--- config.mk ---
export PLATFORM = sky130hd
export DESIGN_NAME = period_tracker
export DESIGN_NICKNAME = d
export VERILOG_FILES = /design/src/rtl/ptrk_pkg.sv /design/src/rtl/ptrk_counter.sv /design/src/rtl/ptrk_verify.sv /design/src/rtl/ptrk_sync.sv /design/src/rtl/period_tracker.sv
export SDC_FILE = /design/constraint.sdc
export NUM_CORES = 1
export LEC_CHECK = 0
export CAP_MARGIN = 10
export CORE_MARGIN = 4
export CORE_UTILIZATION = 53
export CTS_BUF_LIST = sky130_fd_sc_hd__clkbuf_8 sky130_fd_sc_hd__clkbuf_16
export DETAILED_ROUTE_END_ITERATION = 8
export DONT_BUFFER_PORTS = 1
export GPL_ROUTABILITY_DRIVEN = 0
export PLACE_DENSITY_LB_ADDON = 0.2
export SLEW_MARGIN = 40
export SYNTH_ARGS = -nofsm -noshare
export SYNTH_HDL_FRONTEND = slang
export SYNTH_SLANG_ARGS = --single-unit
--- constraint.sdc ---
create_clock -name clk -period 7.3 [get_ports clk]
set_input_delay 1.095 -clock clk [delete_from_list [all_inputs] [get_ports clk]]
set_output_delay 1.095 -clock clk [all_outputs]
set_load 0.005 [all_outputs]
--- src/rtl/ptrk_pkg.sv ---
package ptrk_pkg;
  typedef enum logic [1:0] {
    VPOL_NONE     = 2'b00,
    VPOL_FREQ     = 2'b01,
    VPOL_ALWAYS   = 2'b10,
    VPOL_ALWAYS_X = 2'b11
  } vpol_t;

  function automatic logic policy_allows(input vpol_t pol, input logic over);
    case (pol)
      VPOL_NONE:   policy_allows = 1'b0;
      VPOL_FREQ:   policy_allows = ~over;
      default:     policy_allows = 1'b1;
    endcase
  endfunction
endpackage

--- src/rtl/ptrk_counter.sv ---
module ptrk_counter #(
  parameter int W = 16
) (
  input  logic         clk,
  input  logic         rst,
  input  logic         load_valid,
  input  logic [W-1:0] load_value,
  input  logic         xing_valid,
  input  logic         xing_up,
  output logic [W-1:0] cnt
);
  localparam logic [W-1:0] STEP = W'(1);

  logic [W-1:0] cnt_next;

  always_comb begin
    cnt_next = cnt;
    if (load_valid)
      cnt_next = load_value;
    else if (xing_valid)
      cnt_next = xing_up ? cnt + STEP : cnt - STEP;
  end

  always_ff @(posedge clk) begin
    if (rst) cnt <= '0;
    else     cnt <= cnt_next;
  end


  preload_wins_chk: assert property (@(posedge clk) disable iff (rst)
    load_valid |=> cnt == $past(load_value));

  step_up_chk: assert property (@(posedge clk) disable iff (rst)
    (!load_valid && xing_valid && xing_up) |=> cnt == $past(cnt) + STEP);

  step_down_chk: assert property (@(posedge clk) disable iff (rst)
    (!load_valid && xing_valid && !xing_up) |=> cnt == $past(cnt) - STEP);

  hold_chk: assert property (@(posedge clk) disable iff (rst)
    (!load_valid && !xing_valid) |=> $stable(cnt));
endmodule

--- src/rtl/ptrk_verify.sv ---
module ptrk_verify
  import ptrk_pkg::*;
#(
  parameter int W = 16
) (
  input  logic         clk,
  input  logic         rst,
  input  logic [1:0]   vmode,
  input  logic         freq_over,
  input  logic         abs_valid,
  input  logic [W-1:0] abs_value,
  input  logic [W-1:0] cnt,
  input  logic         err_clr,
  output logic         err
);
  logic enabled;
  logic mismatch;

  always_comb begin
    enabled  = abs_valid && policy_allows(vpol_t'(vmode), freq_over);
    mismatch = enabled && (abs_value != cnt);
  end

  always_ff @(posedge clk) begin
    if (rst)           err <= 1'b0;
    else if (mismatch) err <= 1'b1;
    else if (err_clr)  err <= 1'b0;
  end


  sticky_err_chk: assert property (@(posedge clk) disable iff (rst)
    (err && !err_clr) |=> err);

  off_policy_quiet_chk: assert property (@(posedge clk) disable iff (rst)
    (abs_valid && vmode == 2'b00 && !err) |=> !err);

  over_limit_skip_chk: assert property (@(posedge clk) disable iff (rst)
    (abs_valid && vmode == 2'b01 && freq_over && !err) |=> !err);

  always_flags_chk: assert property (@(posedge clk) disable iff (rst)
    (abs_valid && vmode[1] && abs_value != cnt) |=> err);
endmodule

--- src/rtl/ptrk_sync.sv ---
module ptrk_sync #(
  parameter int W = 16
) (
  input  logic         clk,
  input  logic         rst,
  input  logic [W-1:0] cnt,
  input  logic [1:0]   phase_q,
  output logic [W-1:0] sync_cnt
);
  localparam logic [W-1:0] STEP = W'(1);

  logic [W-1:0] aligned;

  always_comb begin
    if (phase_q[1] == cnt[0])
      aligned = cnt;
    else if (!phase_q[0])
      aligned = cnt + STEP;
    else
      aligned = cnt - STEP;
  end

  always_ff @(posedge clk) begin
    if (rst) sync_cnt <= '0;
    else     sync_cnt <= aligned;
  end


  within_one_chk: assert property (@(posedge clk) disable iff (rst)
    1'b1 |=> (sync_cnt == $past(cnt) || sync_cnt == $past(cnt) + STEP ||
              sync_cnt == $past(cnt) - STEP));

  agree_pass_chk: assert property (@(posedge clk) disable iff (rst)
    (phase_q[1] == cnt[0]) |=> sync_cnt == $past(cnt));
endmodule

--- src/rtl/period_tracker.sv ---
module period_tracker #(
  parameter int CNT_W = 16
) (
  input  logic             clk,
  input  logic             rst,
  input  logic             xing_valid,
  input  logic             xing_up,
  input  logic             load_valid,
  input  logic [CNT_W-1:0] load_value,
  input  logic             freq_over,
  input  logic [1:0]       vmode,
  input  logic             abs_valid,
  input  logic [CNT_W-1:0] abs_value,
  input  logic             err_clr,
  input  logic [1:0]       phase_q,
  output logic [CNT_W-1:0] count,
  output logic [CNT_W-1:0] sync_count,
  output logic             cnt_err
);
  logic [CNT_W-1:0] cnt_q;

  ptrk_counter #(.W(CNT_W)) u_cnt (
    .clk(clk), .rst(rst),
    .load_valid(load_valid), .load_value(load_value),
    .xing_valid(xing_valid), .xing_up(xing_up),
    .cnt(cnt_q)
  );

  ptrk_verify #(.W(CNT_W)) u_ver (
    .clk(clk), .rst(rst),
    .vmode(vmode), .freq_over(freq_over),
    .abs_valid(abs_valid), .abs_value(abs_value),
    .cnt(cnt_q), .err_clr(err_clr),
    .err(cnt_err)
  );

  ptrk_sync #(.W(CNT_W)) u_sync (
    .clk(clk), .rst(rst),
    .cnt(cnt_q), .phase_q(phase_q),
    .sync_cnt(sync_count)
  );

  assign count = cnt_q;


  reset_state_chk: assert property (@(posedge clk)
    $past(rst) |-> (count == '0 && sync_count == '0 && !cnt_err));
endmodule

==> metrics.txt, run 1 <==
status=completed; drt initial violations=around 230; Slew Viols, Final=0; Sink Count=33; simple-gate share of the synthesized area=about a third; Mapped Nets=roughly 350; largest net degree at the start of global routing=36; Syn Area/Cell=7.85 µm²; Critical Path RT=7.51 ns; hold slack=between 0.4 and 0.5 ns; critical path depth=5; Synth cell types=49; layout cells sized above 1=between 6 and 7%; Final ANT Viol Nets=0; # diodes=0; cell family with most CP delay=simple AND/OR/NAND/NOR gates; PwrDens=roughly 190 nW/µm²; ys async rst share=0%; RR Startpoint=u_cnt.cnt[2]; clock root buffer=clkbuf_8; Port Buffers=0; full die area=5570 µm²; slowest CP cell=dfxtp_1; Yosys top cell by area=dfxtp_1; vias per cell=6.45; grt ovf=0; drt pass-1 iters=4; Syn Inst Count=300; IR Drop Worst-Case VDD=87.3 µV; RSZ-0062 raised after global routing=no; final setup margin=4.65 ns; CP most frequent cell=or4_1; final cell count without fillers=~330; Setup Fix Bufs, Post-CTS=0; IO Count=77; sequential share of the synthesized area=roughly 28%; skew final=0.00622 ns; setup TNS=0 ns; core area=4140 µm²; Starting Density=between 50% and 60%; pre-CTS setup slack=between 4 and 5 ns; fin crit share=36.3%; Final Hold Vio Count=0; CP Buf/Inv Count=0; Tot GR Track Use=between 20% and 30%; register bit count reported by yosys=33; critical path cell sequence=nand4_1 -> or4_1 -> o31a_1 -> or4_1 -> o211ai_1; dpl cells=320; vias in the first global route=1938; Yosys top cell area share=between 20% and 30%; Area Growth Syn to Fin=1.28%; Adder-Cell Fraction of Synth Area=2.13%; largest family of logic cells by synthesized area=simple AND/OR/NAND/NOR gates; Lkg Pwr=roughly 0.85 nW; Die X=74.7 µm; top cells by area, synth=dfxtp_1 (28%), xor2_1 (10%), xnor2_1 (5.2%), nor2_1 (4.5%), nand2_1 (3.3%); via count=about 2100; Synth Cell Area=between 2000 and 2500 µm²; HP Class=flip-flop to flip-flop; mux contribution to synthesized area=2.13%; worst skew pair latency=between 0.2 and 0.3 ns; commonest cells after routing, fill and taps aside=dfxtp_1 (33), xor2_1 (28), nor2_1 (28), nand2_1 (21), xnor2_1 (14); NumNets Final=around 330; CTS Buffer Depth=2; Worst setup EP type=flip-flop; initial antenna violation count=0; hold endpoint=u_ver.err; PostCTS Resize Cnt=0; Hold Path Cell Cnt=2; Worst setup SP type=flip-flop; Post-synth EDFFs=0; first-pass GRT wire length=10000 µm; XOR/XNOR Fraction of Synth Area=about 16%; H-tree Lvls=2; Clock Pin Slew Worst Setup and Hold Paths=0.07 ns; critical path class=flip-flop to flip-flop; DRC=0; HPWL after DPL=around 4500 µm; Reg-to-Reg End=u_cnt.cnt[9]; CTS tree=yes; CP max FO=19; Ys Warns=0; number of hold buffers added after cts=0; commonest non-fill, non-tap cell in the layout=dfxtp_1; Synth Area in Compound Gates=14.1%; Rel. slew slack=54.4%; FF-to-FF setup slack=4.65 ns; fmax=roughly 380 MHz; critical path's largest stage delay=approximately 0.75 ns; WL final=about 6100 µm; chip height=roughly 75 µm; crit path time final=between 2 and 3 ns; Avg WL per Cell=around 19 µm; Worst Tran Pin Value=0.683 ns; Inserted Clock Buffers=5; Data arrival, critical path=approximately 2.9 ns; Synth Flop Type=dfxtp_1; Site Rows=23; Max-Cap Viols=0; # setup viols final=0; Worst Reg-to-Reg Cells=5; hold path startpoint=u_ver.err
==> worst register-to-register path: stages (launching register included) <==
cell and delay (ns):
dfxtp_1 0.75, nand4_1 0.53, or4_1 0.65, o31a_1 0.13, or4_1 0.41, o211ai_1 0.10
==> where the power goes <==
group / internal (W) / switching [W] / leakage [nW] / total (W)
Combinational: 0.0000392 / 0.0000423 / 0.520 / 0.0000814
Clock: 0.0000851 / 0.0000642 / 0.0542 / 0.000149
Sequential: 0.000194 / 0.0000278 / 0.272 / 0.000222
Total: 0.000318 / 0.000134 / 0.847 / 0.000453
==> how the worst max path moves through the flow <==
stage / startpoint / endpoint / slack [ns]
2_1_floorplan: xing_up / u_cnt.cnt[14] / 4.83
3_3_place_gp: u_cnt.cnt[2] / u_cnt.cnt[9] / 4.75
3_5_place_dp: u_cnt.cnt[2] / u_cnt.cnt[9] / 4.70
4_1_cts: u_cnt.cnt[2] / u_cnt.cnt[9] / 4.66
5_1_grt: u_cnt.cnt[2] / u_cnt.cnt[9] / 4.51
6_report: u_cnt.cnt[2] / u_cnt.cnt[9] / 4.65
==> routing by layer <==
metal	vias up	wire length [µm]	GRT usage, %
met5	-	0	0
met4	0	94	6.52
met3	13	710	7.48
met2	121	2660	34.4
met1	957	2670	32.1
li1	1026	-	-
==> layout make-up <==
cell class,instances,area [µm²]
Fill cell,390,1760
Multi-Input combinational cell,231,1540
Sequential cell,33,661
Clock buffer,7,96.3
Tap cell,50,62.6
Inverter,6,22.5
Clock inverter,1,5.00
==> cells in the mapped netlist (8+ instances only) <==
| cell type | count |
|---|---|
| nor4_1 | 8 |
| a21oi_1 | 13 |
| clkbuf_1 | 15 |
| xor2_1 | 28 |
| nor2_1 | 28 |
| nand3_1 | 10 |
| nand4_1 | 10 |
| dfxtp_1 | 33 |
| xnor2_1 | 14 |
| nand2_1 | 21 |
| buf_2 | 10 |
| nor3_1 | 12 |
| o21ai_0 | 8 |
==> flip-flops by register name, indices dropped and copies added, names as in the netlist <==
name and count:
u_sync.sync_cnt 16, u_ver.err 1, u_cnt.cnt 16
==> metrics by stage <==
step | area (µm²) | total power, W | utilization [%]
floorplan | 2350 | 0.000296 | -
global placement | 2280 | 0.000305 | 55.1
detailed placement | 2280 | 0.000306 | 55.1
CTS | 2380 | 0.000456 | 57.5
global route | 2380 | 0.000482 | 57.5
finish | 2380 | 0.000453 | 57.5
==> cell families (layout without fill, tap and decap cells) <==
family | count (synthesis) | after routing
compound gates | 47 | 47
xor+xnor | 42 | 42
fa+ha+maj | 4 | 4
buf+inv | 36 | 14
flops | 33 | 33
mux | 5 | 5
simple gates | 133 | 133
Power figures use the tool's default switching activity.
==> inputs of run 2 (changes only) <==
==> constraint.sdc (replaced) <==
create_clock -name clk -period 2.8 [get_ports clk]
set_input_delay 0.42 -clock clk [delete_from_list [all_inputs] [get_ports clk]]
set_output_delay 0.42 -clock clk [all_outputs]
set_load 0.005 [all_outputs]
==> run 2 against run 1 <==
Combinational power rose to 2.9 times the previous value; wire length grew 0.20%; register-to-register slack got worse by 4.1 ns; hold slack worse by 0.29 ns; via count down 0.47%; fmax is 18% higher; first-iteration DRC count down 14%; core utilization up 0.63 points; setup slack got worse by 4.1 ns; largest power group unchanged.
==> metrics.txt, run 2 (synthesis gave the netlist of run 1 again) <==
Gate power share=20.9% (+2.9 points); final cell count without fillers=334 (+1.8%); H-tree Lvls=2 (unchanged); Worst Tran Pin Value=0.701 ns (+0.0180 ns); core area=4140 µm² (unchanged); Avg WL per Cell=18.4 µm (-1.6%); HP Class=input pin to flip-flop; crit path time final=2.25 ns (-0.398 ns); multi-input logic area=1540 µm² (unchanged); fin util=58.2% (+0.63 points); skew final=0.00593 ns (-0.000288 ns); drt initial violations=196 (-14%); number of hold buffers added after cts=0 (unchanged); dpl cells=326 (+1.9%); Final Hold Vio Count=0 (unchanged); setup TNS=0 ns (unchanged); # diodes=0 (unchanged); vias in the first global route=1948 (+0.52%); Flop pwr share=48.9% (about the same); PostCTS Resize Cnt=0 (unchanged); WL final=6140 µm (+0.20%); IO Count=77 (unchanged); clock root buffer=clkbuf_8; final setup margin=0.552 ns (-4.10 ns); vias per cell=6.31 (-2.3%); commonest non-fill, non-tap cell in the layout=dfxtp_1; CP max FO=6 (-13); first-pass GRT wire length=10100 µm (+0.55%); Inserted Clock Buffers=5 (unchanged); chip height=74.7 µm (unchanged); Clock Pin Slew Worst Setup and Hold Paths=0.07 ns (about the same); Die X=74.7 µm (unchanged); layout cells sized above 1=7.75% (+1.6 points); critical path class=flip-flop to flip-flop; CTS tree=yes; pre-CTS setup slack=0.565 ns (-4.13 ns); Port Buffers=0 (unchanged); FF+latch area=661 µm² (unchanged); Starting Density=56.8% (unchanged); Clock power frac=30.2% (-2.8 points); initial antenna violation count=0 (unchanged); Setup Fix Bufs, Post-CTS=0 (unchanged); Critical Path RT=3.01 ns (-4.50 ns); commonest cells after routing, fill and taps aside=dfxtp_1 (33), xor2_1 (28), nor2_1 (28), nand2_1 (21), xnor2_1 (14); Max-Cap Viols=0 (unchanged); largest net degree at the start of global routing=36 (unchanged); Fill cells=414 (+6.2%); Area Growth Syn to Fin=2.39%; fin crit share=80.3% (+44 points); HPWL after DPL=4570 µm (+0.99%); Lkg Pwr=0.871 nW (+2.9%); Data arrival, critical path=2.46 ns (-0.40 ns); drt pass-1 iters=4 (unchanged); CTS Buffer Depth=2 (unchanged); DRC=0 (unchanged); Rel. slew slack=53.2% (-1.2 points); Worst setup EP type=flip-flop; Tot GR Track Use=23.5% (+0.40 points); Final ANT Viol Nets=0 (unchanged); # setup viols final=0 (unchanged); RSZ-0062 raised after global routing=no; grt ovf=0 (unchanged); status=completed; Slew Viols, Final=0 (unchanged); Site Rows=23 (unchanged); Largest regs=u_cnt.cnt (16), u_sync.sync_cnt (16), u_ver.err (1); PwrDens=476 nW/µm² (+150%); switching share of power=31.6% (+2.0 points); via count=2107 (-0.47%); fmax=445 MHz (+18%); Worst setup SP type=flip-flop; NumNets Final=331 (+1.8%); Sink Count=33 (unchanged); worst skew pair latency=0.29 ns (about the same); Switch Pwr=0.000363 W (+170%); full die area=5570 µm² (unchanged); Pint=0.000785 W (+150%); IR Drop Worst-Case VDD=284 µV (+220%)
## run 2: cell count changes in the layout (fill, tap and decap cells not counted), sizes merged
cell / previous run / this run
buf: 0 / 6
clkbuf: 7 / 5
clkinv: 1 / 2
inv: 6 / 7
## run 2: cell type report
class | instances | share of cell area [%]
multi-input combinational | 231 | 63.8
sequential | 33 | 27.4
clock buffer | 5 | 2.85
tap | 50 | 2.59
timing repair buffer | 6 | 1.87
inverter | 6 | 0.934
clock inverter | 3 | 0.571
## run 2: power by group through the flow
stage	registers [W]	clock network, W	logic [W]
final	0.000562	0.000346	0.000240
after global routing	0.000569	0.000379	0.000269
after CTS	0.000561	0.000352	0.000239
after detailed placement	0.000572	0	0.000237
after global placement	0.000571	0	0.000237
after floorplan	0.000537	0	0.000236
## run 2: critical path, stage by stage (launching register included)
cell	delay, ns
dfxtp_1	0.31
inv_1	0.11
ha_1	0.25
or4b_1	0.52
or4_4	0.50
o32ai_2	0.15
xnor2_1	0.12
o32ai_2	0.21
## run 2: through the flow
| stage | total power, W | instance area [µm²] | hold WS (ns) |
|---|---|---|---|
| final | 0.00115 | 2410 | 0.189 |
| after global routing | 0.00122 | 2410 | 0.179 |
| after CTS | 0.00115 | 2410 | 0.184 |
| after detailed placement | 0.000809 | 2330 | 0.472 |
| after global placement | 0.000807 | 2330 | 0.468 |
| after floorplan | 0.000773 | 2350 | 0.462 |
## run 2: worst paths after layout
kind,from,end,slack [ns],cells past startpoint
worst max-delay path,u_cnt.cnt[1],u_cnt.cnt[14],0.55,7
worst min register to register,u_ver.err,u_ver.err,0.48,2
worst max register to register,u_cnt.cnt[1],u_cnt.cnt[14],0.55,7
worst min-delay path,rst,u_ver.err,0.19,1
## run 2: layer usage
metal	up-vias	track usage, %	part of all wire (%)
li1	1031	-	-
met4	0	7.71	1.3
met1	957	35.4	46
met2	111	32.2	42
met5	-	0	0
met3	8	6.14	12
